===== src/rtl/vseq_pkg.sv =====
package vseq_pkg;

    localparam int REG_AW = 5;
    localparam int VL_W   = 6;

    typedef enum logic [2:0] {
        ST_IDLE,
        ST_READ,
        ST_EXEC,
        ST_WRITE,
        ST_DONE
    } seq_state_e;

    typedef struct packed {
        logic [VL_W-1:0] step;
        logic [VL_W-1:0] vl;
    } vstat_t;

    typedef struct packed {
        logic [REG_AW-1:0] rt;
        logic [REG_AW-1:0] ra;
        logic [REG_AW-1:0] rb;
    } add_instr_t;

    // Element register number: base plus step, wrapping over the file.
    function automatic logic [REG_AW-1:0] elem_addr(logic [REG_AW-1:0] base,
                                                    logic [VL_W-1:0]   step);
        return base + step[REG_AW-1:0];
    endfunction

    function automatic logic last_elem(vstat_t s);
        return ({1'b0, s.step} + 1'b1) == {1'b0, s.vl};
    endfunction

    function automatic logic run_empty(vstat_t s);
        return s.step >= s.vl;
    endfunction

endpackage


===== src/rtl/vseq_regfile.sv =====
module vseq_regfile #(
    parameter int XLEN = 64,
    parameter int AW   = 5
) (
    input  logic            clk,
    input  logic            we,
    input  logic [AW-1:0]   waddr,
    input  logic [XLEN-1:0] wdata,
    input  logic [AW-1:0]   a_addr,
    input  logic [AW-1:0]   b_addr,
    input  logic [AW-1:0]   h_addr,
    output logic [XLEN-1:0] a_data,
    output logic [XLEN-1:0] b_data,
    output logic [XLEN-1:0] h_data
);
    localparam int DEPTH = 1 << AW;

    logic [XLEN-1:0] mem [DEPTH];

    always_ff @(posedge clk) begin
        if (we) begin
            mem[waddr] <= wdata;
        end
        a_data <= mem[a_addr];
        b_data <= mem[b_addr];
        h_data <= mem[h_addr];
    end

endmodule


===== src/rtl/vseq_status.sv =====
module vseq_status
    import vseq_pkg::*;
(
    input  logic            clk,
    input  logic            rst,
    input  logic            upd_en,
    input  logic            setvl_v,
    input  logic [VL_W-1:0] setvl_len,
    input  logic            sw_we,
    input  vstat_t          sw_data,
    input  logic            step_clr,
    input  logic            step_inc,
    output vstat_t          stat
);
    always_ff @(posedge clk) begin
        if (rst) begin
            stat <= '0;
        end else if (step_clr) begin
            stat.step <= '0;
        end else if (step_inc) begin
            stat.step <= stat.step + 1'b1;
        end else if (upd_en) begin
            if (setvl_v) begin
                stat.vl   <= setvl_len;
                stat.step <= '0;
            end else if (sw_we) begin
                stat <= sw_data;
            end
        end
    end

endmodule


===== src/rtl/vseq_ctrl.sv =====
module vseq_ctrl
    import vseq_pkg::*;
#(
    parameter int XLEN = 64
) (
    input  logic              clk,
    input  logic              rst,
    input  logic              issue_valid,
    input  add_instr_t        issue,
    input  vstat_t            stat,
    input  logic [XLEN-1:0]   op_a,
    input  logic [XLEN-1:0]   op_b,
    output logic              accept,
    output logic              busy,
    output logic              done,
    output logic              step_inc,
    output logic              step_clr,
    output logic [REG_AW-1:0] rd_a_addr,
    output logic [REG_AW-1:0] rd_b_addr,
    output logic              wr_en,
    output logic [REG_AW-1:0] wr_addr,
    output logic [XLEN-1:0]   wr_data
);
    seq_state_e      state;
    add_instr_t      instr_q;
    logic [XLEN-1:0] sum_q;

    assign accept    = (state == ST_IDLE) && issue_valid;
    assign busy      = (state != ST_IDLE);
    assign done      = (state == ST_DONE);
    assign wr_en     = (state == ST_WRITE);
    assign wr_addr   = elem_addr(instr_q.rt, stat.step);
    assign wr_data   = sum_q;
    assign rd_a_addr = elem_addr(instr_q.ra, stat.step);
    assign rd_b_addr = elem_addr(instr_q.rb, stat.step);

    always_comb begin
        step_inc = 1'b0;
        step_clr = 1'b0;
        if (accept && run_empty(stat)) begin
            step_clr = 1'b1;
        end else if (state == ST_WRITE) begin
            if (last_elem(stat)) step_clr = 1'b1;
            else                 step_inc = 1'b1;
        end
    end

    always_ff @(posedge clk) begin
        if (rst) begin
            state   <= ST_IDLE;
            instr_q <= '0;
            sum_q   <= '0;
        end else begin
            unique case (state)
                ST_IDLE: begin
                    if (issue_valid) begin
                        instr_q <= issue;
                        state   <= run_empty(stat) ? ST_DONE : ST_READ;
                    end
                end
                ST_READ:  state <= ST_EXEC;
                ST_EXEC: begin
                    sum_q <= op_a + op_b;
                    state <= ST_WRITE;
                end
                ST_WRITE: state <= last_elem(stat) ? ST_DONE : ST_READ;
                ST_DONE:  state <= ST_IDLE;
                default:  state <= ST_IDLE;
            endcase
        end
    end

endmodule


===== src/rtl/vec_elem_seq.sv =====
module vec_elem_seq
    import vseq_pkg::*;
#(
    parameter int XLEN = 64
) (
    input  logic              clk,
    input  logic              rst,
    input  logic              issue_valid,
    input  logic [REG_AW-1:0] issue_rt,
    input  logic [REG_AW-1:0] issue_ra,
    input  logic [REG_AW-1:0] issue_rb,
    input  logic              setvl_valid,
    input  logic [VL_W-1:0]   setvl_len,
    input  logic              stat_we,
    input  logic [2*VL_W-1:0] stat_wdata,
    output logic [2*VL_W-1:0] stat_rdata,
    input  logic              host_we,
    input  logic [REG_AW-1:0] host_waddr,
    input  logic [XLEN-1:0]   host_wdata,
    input  logic [REG_AW-1:0] host_raddr,
    output logic [XLEN-1:0]   host_rdata,
    output logic              busy,
    output logic              done
);
    vstat_t            stat;
    add_instr_t        instr;
    logic              accept, step_inc, step_clr;
    logic [REG_AW-1:0] rd_a_addr, rd_b_addr, seq_waddr, rf_waddr;
    logic              seq_we, rf_we;
    logic [XLEN-1:0]   seq_wdata, rf_wdata, op_a, op_b;

    assign instr      = '{rt: issue_rt, ra: issue_ra, rb: issue_rb};
    assign stat_rdata = stat;

    // Sequencer write has the port while running; host only when idle.
    assign rf_we    = seq_we || (host_we && !busy);
    assign rf_waddr = seq_we ? seq_waddr : host_waddr;
    assign rf_wdata = seq_we ? seq_wdata : host_wdata;

    vseq_ctrl #(.XLEN(XLEN)) u_ctrl (
        .clk        (clk),
        .rst        (rst),
        .issue_valid(issue_valid),
        .issue      (instr),
        .stat       (stat),
        .op_a       (op_a),
        .op_b       (op_b),
        .accept     (accept),
        .busy       (busy),
        .done       (done),
        .step_inc   (step_inc),
        .step_clr   (step_clr),
        .rd_a_addr  (rd_a_addr),
        .rd_b_addr  (rd_b_addr),
        .wr_en      (seq_we),
        .wr_addr    (seq_waddr),
        .wr_data    (seq_wdata)
    );

    vseq_status u_status (
        .clk      (clk),
        .rst      (rst),
        .upd_en   (!busy && !accept),
        .setvl_v  (setvl_valid),
        .setvl_len(setvl_len),
        .sw_we    (stat_we),
        .sw_data  (vstat_t'(stat_wdata)),
        .step_clr (step_clr),
        .step_inc (step_inc),
        .stat     (stat)
    );

    vseq_regfile #(.XLEN(XLEN), .AW(REG_AW)) u_rf (
        .clk   (clk),
        .we    (rf_we),
        .waddr (rf_waddr),
        .wdata (rf_wdata),
        .a_addr(rd_a_addr),
        .b_addr(rd_b_addr),
        .h_addr(host_raddr),
        .a_data(op_a),
        .b_data(op_b),
        .h_data(host_rdata)
    );

endmodule


===== config.mk =====
export PLATFORM = sky130hd
export DESIGN_NAME = vec_elem_seq
export DESIGN_NICKNAME = d
export VERILOG_FILES = /design/src/rtl/vseq_pkg.sv /design/src/rtl/vseq_regfile.sv /design/src/rtl/vseq_status.sv /design/src/rtl/vseq_ctrl.sv /design/src/rtl/vec_elem_seq.sv
export SDC_FILE = /design/constraint.sdc
export NUM_CORES = 2
export LEC_CHECK = 0
export BUFFER_PORTS_ARGS = -buffer_cell sky130_fd_sc_hd__buf_2
export CORE_MARGIN = 2
export CORE_UTILIZATION = 59
export CTS_BUF_LIST = sky130_fd_sc_hd__clkbuf_8
export DETAILED_ROUTE_END_ITERATION = 8
export PLACE_DENSITY = 0.76
export RECOVER_POWER = 50
export SYNTH_ARGS = -nofsm -noshare
export SYNTH_HDL_FRONTEND = slang
export SYNTH_SLANG_ARGS = --single-unit

===== constraint.sdc =====
create_clock -name clk -period 5.24 [get_ports clk]
set_input_delay 0.262 -clock clk [delete_from_list [all_inputs] [get_ports clk]]
set_output_delay 0.262 -clock clk [all_outputs]
set_load 0.05 [all_outputs]

* Word-level counts from Yosys, hierarchy flattened
Memory sizes are Yosys's and may differ from the RTL's. A register that Yosys moved wholly into a read port is not among the register bits.
Cells that the tools add are included.
** Word-level totals
- Bits in registers :: 94
- Bits in writable memories :: 2048
- Input port bits :: 113
- Output and inout bits :: 78
- Word-level logic and storage cells :: 57
- Memories :: 1
** Memory list
- u_rf.mem :: words 32, bits a word 64, rd ports 3, clocked after memory_dff 3, write ports 1, RTL line vseq_regfile.sv:18 : logic [XLEN-1:0] mem [DEPTH];
** Cells by class
- Add/sub/neg operators :: 6
- Magnitude comparators :: 1
- Equal/unequal tests :: 6
- Mux-type cells :: 18
- Bitwise logic cells :: 2
- Reductions and logical operators :: 16
** Operator list (count)
- adder 64 bit :: 1
- two-way mux 64 bit :: 1
- two-way mux 12 bit :: 3
- adder 5 bit :: 3
- case mux 3 bit (4 select lines) :: 1
- two-way mux 3 bit :: 3
- two-way mux 1 bit :: 8
- adder 6 x 1 -> 7 bit (second input constant) :: 1
- equality test 7 x 6 -> 1 bit :: 1
- adder 6 x 1 -> 6 bit (second input constant) :: 1
- equality test 3 x 2 -> 1 bit (second input constant) :: 2
- greater-or-equal comparator 6 bit :: 1
- two-way mux 6 bit :: 1
- nonzero test 3 bit :: 2
- two-way mux 5 bit :: 1
- logical AND 1 bit :: 4
- AND reduction 2 bit :: 2
- AND reduction 4 bit :: 1
- nonzero test 2 bit :: 2
- equality test 3 x 1 -> 1 bit (second input constant) :: 1
- equality test 3 bit (second input constant) :: 1
- zero test 3 bit :: 1
- zero test 1 bit :: 2
- inequality test 2 bit (second input constant) :: 1
- other kinds (3) :: 4

* Logic depth before layout (Yosys ltp)
- Depth after elaboration :: 7
- Gate-level depth with buffers :: 12
- Mapped depth without buffers :: 12

* Cells and area by module
Synthesis repeated with hierarchy kept, for this count alone.
** Second synthesis, totals
- Cells, all modules :: 8064
- Area total of the unflattened synthesis :: 123043.0 um^2
** Modules (own cells, without submodules)
- vseq_regfile :: instances 1, cells an instance 6926, area each 113802.9 um^2, seq. area each 65342.7 um^2
- vseq_ctrl :: instances 1, cells an instance 984, area each 7352.1 um^2, seq. area each 1641.6 um^2
- vec_elem_seq :: instances 1, cells an instance 80, area each 1202.4 um^2, seq. area each 0.0 um^2
- vseq_status :: instances 1, cells an instance 74, area each 685.7 um^2, seq. area each 240.2 um^2

* Least setup slack after synthesis
OpenSTA, ideal clock, no wires.
- Kind :: register to register
- From :: register, netlist name u_status.stat[7]
- To :: memory u_rf.mem[18][0] (enable)
- Setup time :: 0.487 ns
- Arrival time :: 4.820 ns
- Data required time :: 4.753 ns
- Setup slack :: -0.067 ns
- Stages on the path, launching flop included :: 9
- Buffers on the path :: 0
- Clock period less this slack :: 5.307 ns
- Cell sequence :: dfxtp_1 ha_1 a21o_1 a21oi_1 xnor2_1 mux2_2 nor2_1 nand2_1 nor2_1
** On the way
- Word-level cells in the longest chain between the ends :: 2
** RTL lines
- adder 5 bit :: RTL line vseq_pkg.sv:28 : return base + step[REG_AW-1:0];
- two-way mux 5 bit :: RTL line vec_elem_seq.sv:37 : assign rf_waddr = seq_we ? seq_waddr : host_waddr;
- end: declaration :: RTL line vseq_regfile.sv:18
No other way between the ends.

* Final worst setup path
- From :: register u_ctrl.state[2]
- To :: memory u_rf.mem[8][30] (enable)
** On the way
- Word-level cells in the longest chain between the ends :: 6
- Elaborated cells between the ends (all ways) :: 8
- Those cells by class :: eq/ne (1); mux (3); reduce/logical (4)
** RTL lines
- start: declaration :: RTL line vseq_ctrl.sv:24 : seq_state_e state;
- start signal: assignment :: RTL line vseq_ctrl.sv:58 : state <= run_empty(stat) ? ST_DONE : ST_READ;
- start signal: assignment :: RTL line vseq_ctrl.sv:66 : ST_WRITE: state <= last_elem(stat) ? ST_DONE : ST_READ;
- nonzero test 3 bit :: RTL line vseq_ctrl.sv:29 : assign busy = (state != ST_IDLE);
- zero test 1 bit :: RTL line vec_elem_seq.sv:36 : assign rf_we = seq_we || (host_we && !busy);
- logical AND 1 bit :: RTL line vec_elem_seq.sv:36
- logical OR 1 bit :: RTL line vec_elem_seq.sv:36
- two-way mux 1 bit :: RTL line vseq_regfile.sv:21 : if (we) begin
- two-way mux 1 bit (implied by the code) :: RTL line vseq_regfile.sv:22 : mem[waddr] <= wdata;
Several ways; a longest one is shown, not always the timed one.

==> flow_summary.yaml <==
run_status:
  result_of_the_run: "complete, but fails checks"
  violations_in_the_final_reports: "capacitance limit, slew limit"
job:
  reported_max_cap_violation_count: 9
detailed_routing:
  routed-via-count: 83406
  iteration_0_drc_count_of_the_detailed_router: 15075
  route.antenna.remaining_nets: 0
  postRouteWirelength_microns: 397000
  drc: 0
  route.detailed.vias_per_inst: 7.54
  drt-pass1-iter-count: 9
  wl_per_cell_microns: 35.9
floorplanning:
  die_height_microns: 460
  io_pins: 191
  die-area_sq_mm: 0.212
  die_w_microns: 460
  rows: 167
  floorplan.initialDensity_pct: 59.3
  coreArea_sq_mm: 0.207
grt:
  grt_pass1_vias: 82917
  antenna_found_initial: 21
  largest_net_degree_at_the_start_of_global_routing: 129
  grt_usage_pct: 37.6
  globalRoute.totalOverflow: 0
  grt_first_pass_wirelength_microns: 567000
sta:
  grt_setup_unrepaired: "no"
  final-setup-viol-count: 0
  finalHoldViolations: 0
  fin_ws_ns: 0.517
  final.min_clock_period_ns: 4.72
  finalCritPeriodShare_pct: 90.1
  final_skew_ns: 0.0722
  hold_slack_ns: 0.118
  worst-slew-pin-transition_ns: 3.83
  fmax_ghz: 0.212
  timing.slew.headroom_pct: -155
  finalSetupTns_ns: 0
  final_max_slew_viol_count: 386
clock_tree:
  clock_sinks: 2334
  cts.path.max_buffers: 4
  htreeDepth: 5
  cts_root_buf: "clkbuf_8"
  worst_setup_hold_path_clk_slew_ns: 0.07
  clock_tree_from_tritoncts: "yes"
  postCtsResizedCells: 0
  cts-buffers-inserted: 395
  cts_setup_buffers: 0
  clock_latency_at_the_later_pin_of_the_worst_skew_pair_ns: 1.15
finish:
  final-seq-area_sq_mm: 0.0672
  leading_cell_types_in_the_layout_fill_and_taps_excluded: "edfxtp_1, mux4_2, nand2_1, nand3_1, clkbuf_8"
  multi_input_comb_area_sq_mm: 0.0534
  mostFrequentLayoutCell: "edfxtp_1"
  final_layout_size_suffix_gt1_share_pct: 32.0
  final.fill_count: 13653
  flow.area_growth_from_synthesis_pct: 12.2
  final_net_count: 8208
  cell_area_after_layout_sq_mm: 0.138
power:
  p_int_uw: 43500
  power.leakage_uw: 0.0451
  max-vdd-ir-drop_mv: 0.455
  p_clk_share_pct: 23.8
  power.switching_uw: 26100
  power.switching_fraction_pct: 37.5
  total_power_uw: 69700
  power.density_cell_area_mw_per_mm2: 506
  p_seq_share_pct: 32.7
  fraction_of_power_consumed_by_combinational_cells_pct: 43.6
placement:
  postPlaceCellArea_sq_mm: 0.128
  io_buffers: 190
  hpwlAfterDp_microns: 224000
  pre_cts_ws_ns: 1.27
  gpl.final_weighted_congestion: 0.912
synthesis:
  netlist_area_sq_mm: 0.123
  async_reset_ff_share_pct: 0
  synthDominantAreaCellType: "edfxtp_1"
  synth.yosys.seq_area_share_pct: 54.8
  yosys_warnings: 0
  mappedNetlistNets: 7830
  postSynth.topFlopCell: "edfxtp_1"
  unique_cell_type_count_in_the_yosys_netlist: 63
  yosys.area.top_type_share_pct: 50.1
  avgSynthCellArea_sq_um: 16.1
  synth_edf_count: 2048
  synth_cells: 7631
  synth_top_cells_by_area: "edfxtp_1, mux4_2, dfxtp_1"
  synth.ff_latch_count: 2334
worst_setup_path:
  start_kind: "flip-flop"
  cp_data_arrival_time_ns: 5.44
  max_stage_delay_cell_worst_path: "clkbuf_2"
  path_max_fanout: 38
  crit_chain: "nand3b_1 -> clkbuf_2 -> o21ai_0 -> nor2_1 -> nand2_1 -> nor2_4 -> buf_12"
  critical_path_class: "flip-flop to flip-flop"
  critPathCaptureType: "flip-flop"
  worst-endpoint-required_ns: 5.95
  critical-path-max-stage-delay_ns: 1.38
worst_hold_path:
  worst_hold_path_type: "input pin to flip-flop"
final timing paths:
kind                                                      from                        endpoint  slack, ns  depth (start not counted)
worst max-delay path              u_ctrl.state[2]$_SDFFE_PP0P_       u_rf.mem[8][30]$_DFFE_PP_       0.52                          7
worst min-delay path                             host_raddr[2]         u_rf.h_data[57]$_DFF_P_       0.12                          3
worst max register to register    u_ctrl.state[2]$_SDFFE_PP0P_       u_rf.mem[8][30]$_DFFE_PP_       0.52                          7
worst min register to register  u_ctrl.wr_data[5]$_SDFFE_PP0P_  u_ctrl.wr_data[5]$_SDFFE_PP0P_       0.45                          2
area by class of cell:
type / count / share of cell area [%]
Timing Repair Buffer: 618 / 4.11
Clock inverter: 269 / 1.25
Clock buffer: 446 / 4.46
Sequential cell: 2334 / 48.8
Tap cell: 2704 / 2.46
Antenna cell: 37 / 0.0673
Inverter: 26 / 0.0709
Multi-Input combinational cell: 4634 / 38.8
metrics by stage:
stage / std cells / util [%]
after detailed placement: 10160 / 62.1
after global routing: 11060 / 66.5
after global placement: 10160 / 62.1
after floorplan: 7631 / -
final: 11068 / 66.6
after CTS: 11031 / 66.6
Yosys cell counts, types with 5 or more instances:
library cell  number
o21a_1            10
xnor2_1           53
ha_1              82
a21oi_1          140
and3_1             8
inv_1             26
nand3_1          660
o21ai_0          177
nand2_1         1334
a211oi_1          18
a31oi_1            9
clkbuf_1         383
nor2b_1           10
mux4_2          1664
a21o_1            41
mux2_2           130
xor2_1            29
nor3_1            14
o21bai_1          18
nand2b_1           9
buf_1            251
dfxtp_1          286
nor3b_1            5
mux2i_1            8
nand4_1           24
a22o_1            18
edfxtp_1        2048
nor2_1           110
power by group through the flow:
stage               clock, uW  sequential [uW]  combinational (uW)
floorplan                   0            22900               20600
global placement            0            23000               29200
detailed placement          0            23000               29600
CTS                     16600            22700               29900
global route            17300            22800               32000
finish                  16600            22800               30300
cell families after synthesis:
logic type	count (synthesis)	share of synthesized area (%)
AOI/OAI and AO/OA	465	2.25
xor gates and xnor gates	82	0.586
adders and majority gates	86	0.902
buffers and inverters	663	2.03
DFF	2334	54.8
muxes	1802	31.8
and+or+nand+nor	2199	7.61
flip-flops by register name, summed over array words and instances (netlist names):
| name | count |
|---|---|
| u_ctrl.wr_data | 64 |
| u_ctrl.instr_q | 15 |
| u_rf.mem | 2048 |
| u_status.stat | 12 |
| u_rf.h_data | 64 |
| u_rf.a_data | 64 |
| u_ctrl.state | 3 |
| u_rf.b_data | 64 |
worst max-delay path: cells and delay by family, from the launching register on:
kind / cells / cell delay [ns]
DFF: 1 / 0.43
AOI/OAI and AO/OA: 1 / 0.36
buffers and inverters: 2 / 1.74
and+or+nand+nor: 4 / 1.63
routing by layer:
metal | wire, microns | track usage [%]
met1 | 127000 | 48.2
met3 | 58400 | 10.3
met5 | 106 | 0
met4 | 27900 | 23.4
met2 | 184000 | 57.6
repair_timing:
item / in CTS / in global routing
endpoints found under the hold margin: 1350 / 0
hold buffers: 156 / 0
setup endpoints to repair: 0 / 0
(Power assumes the default switching activity.)
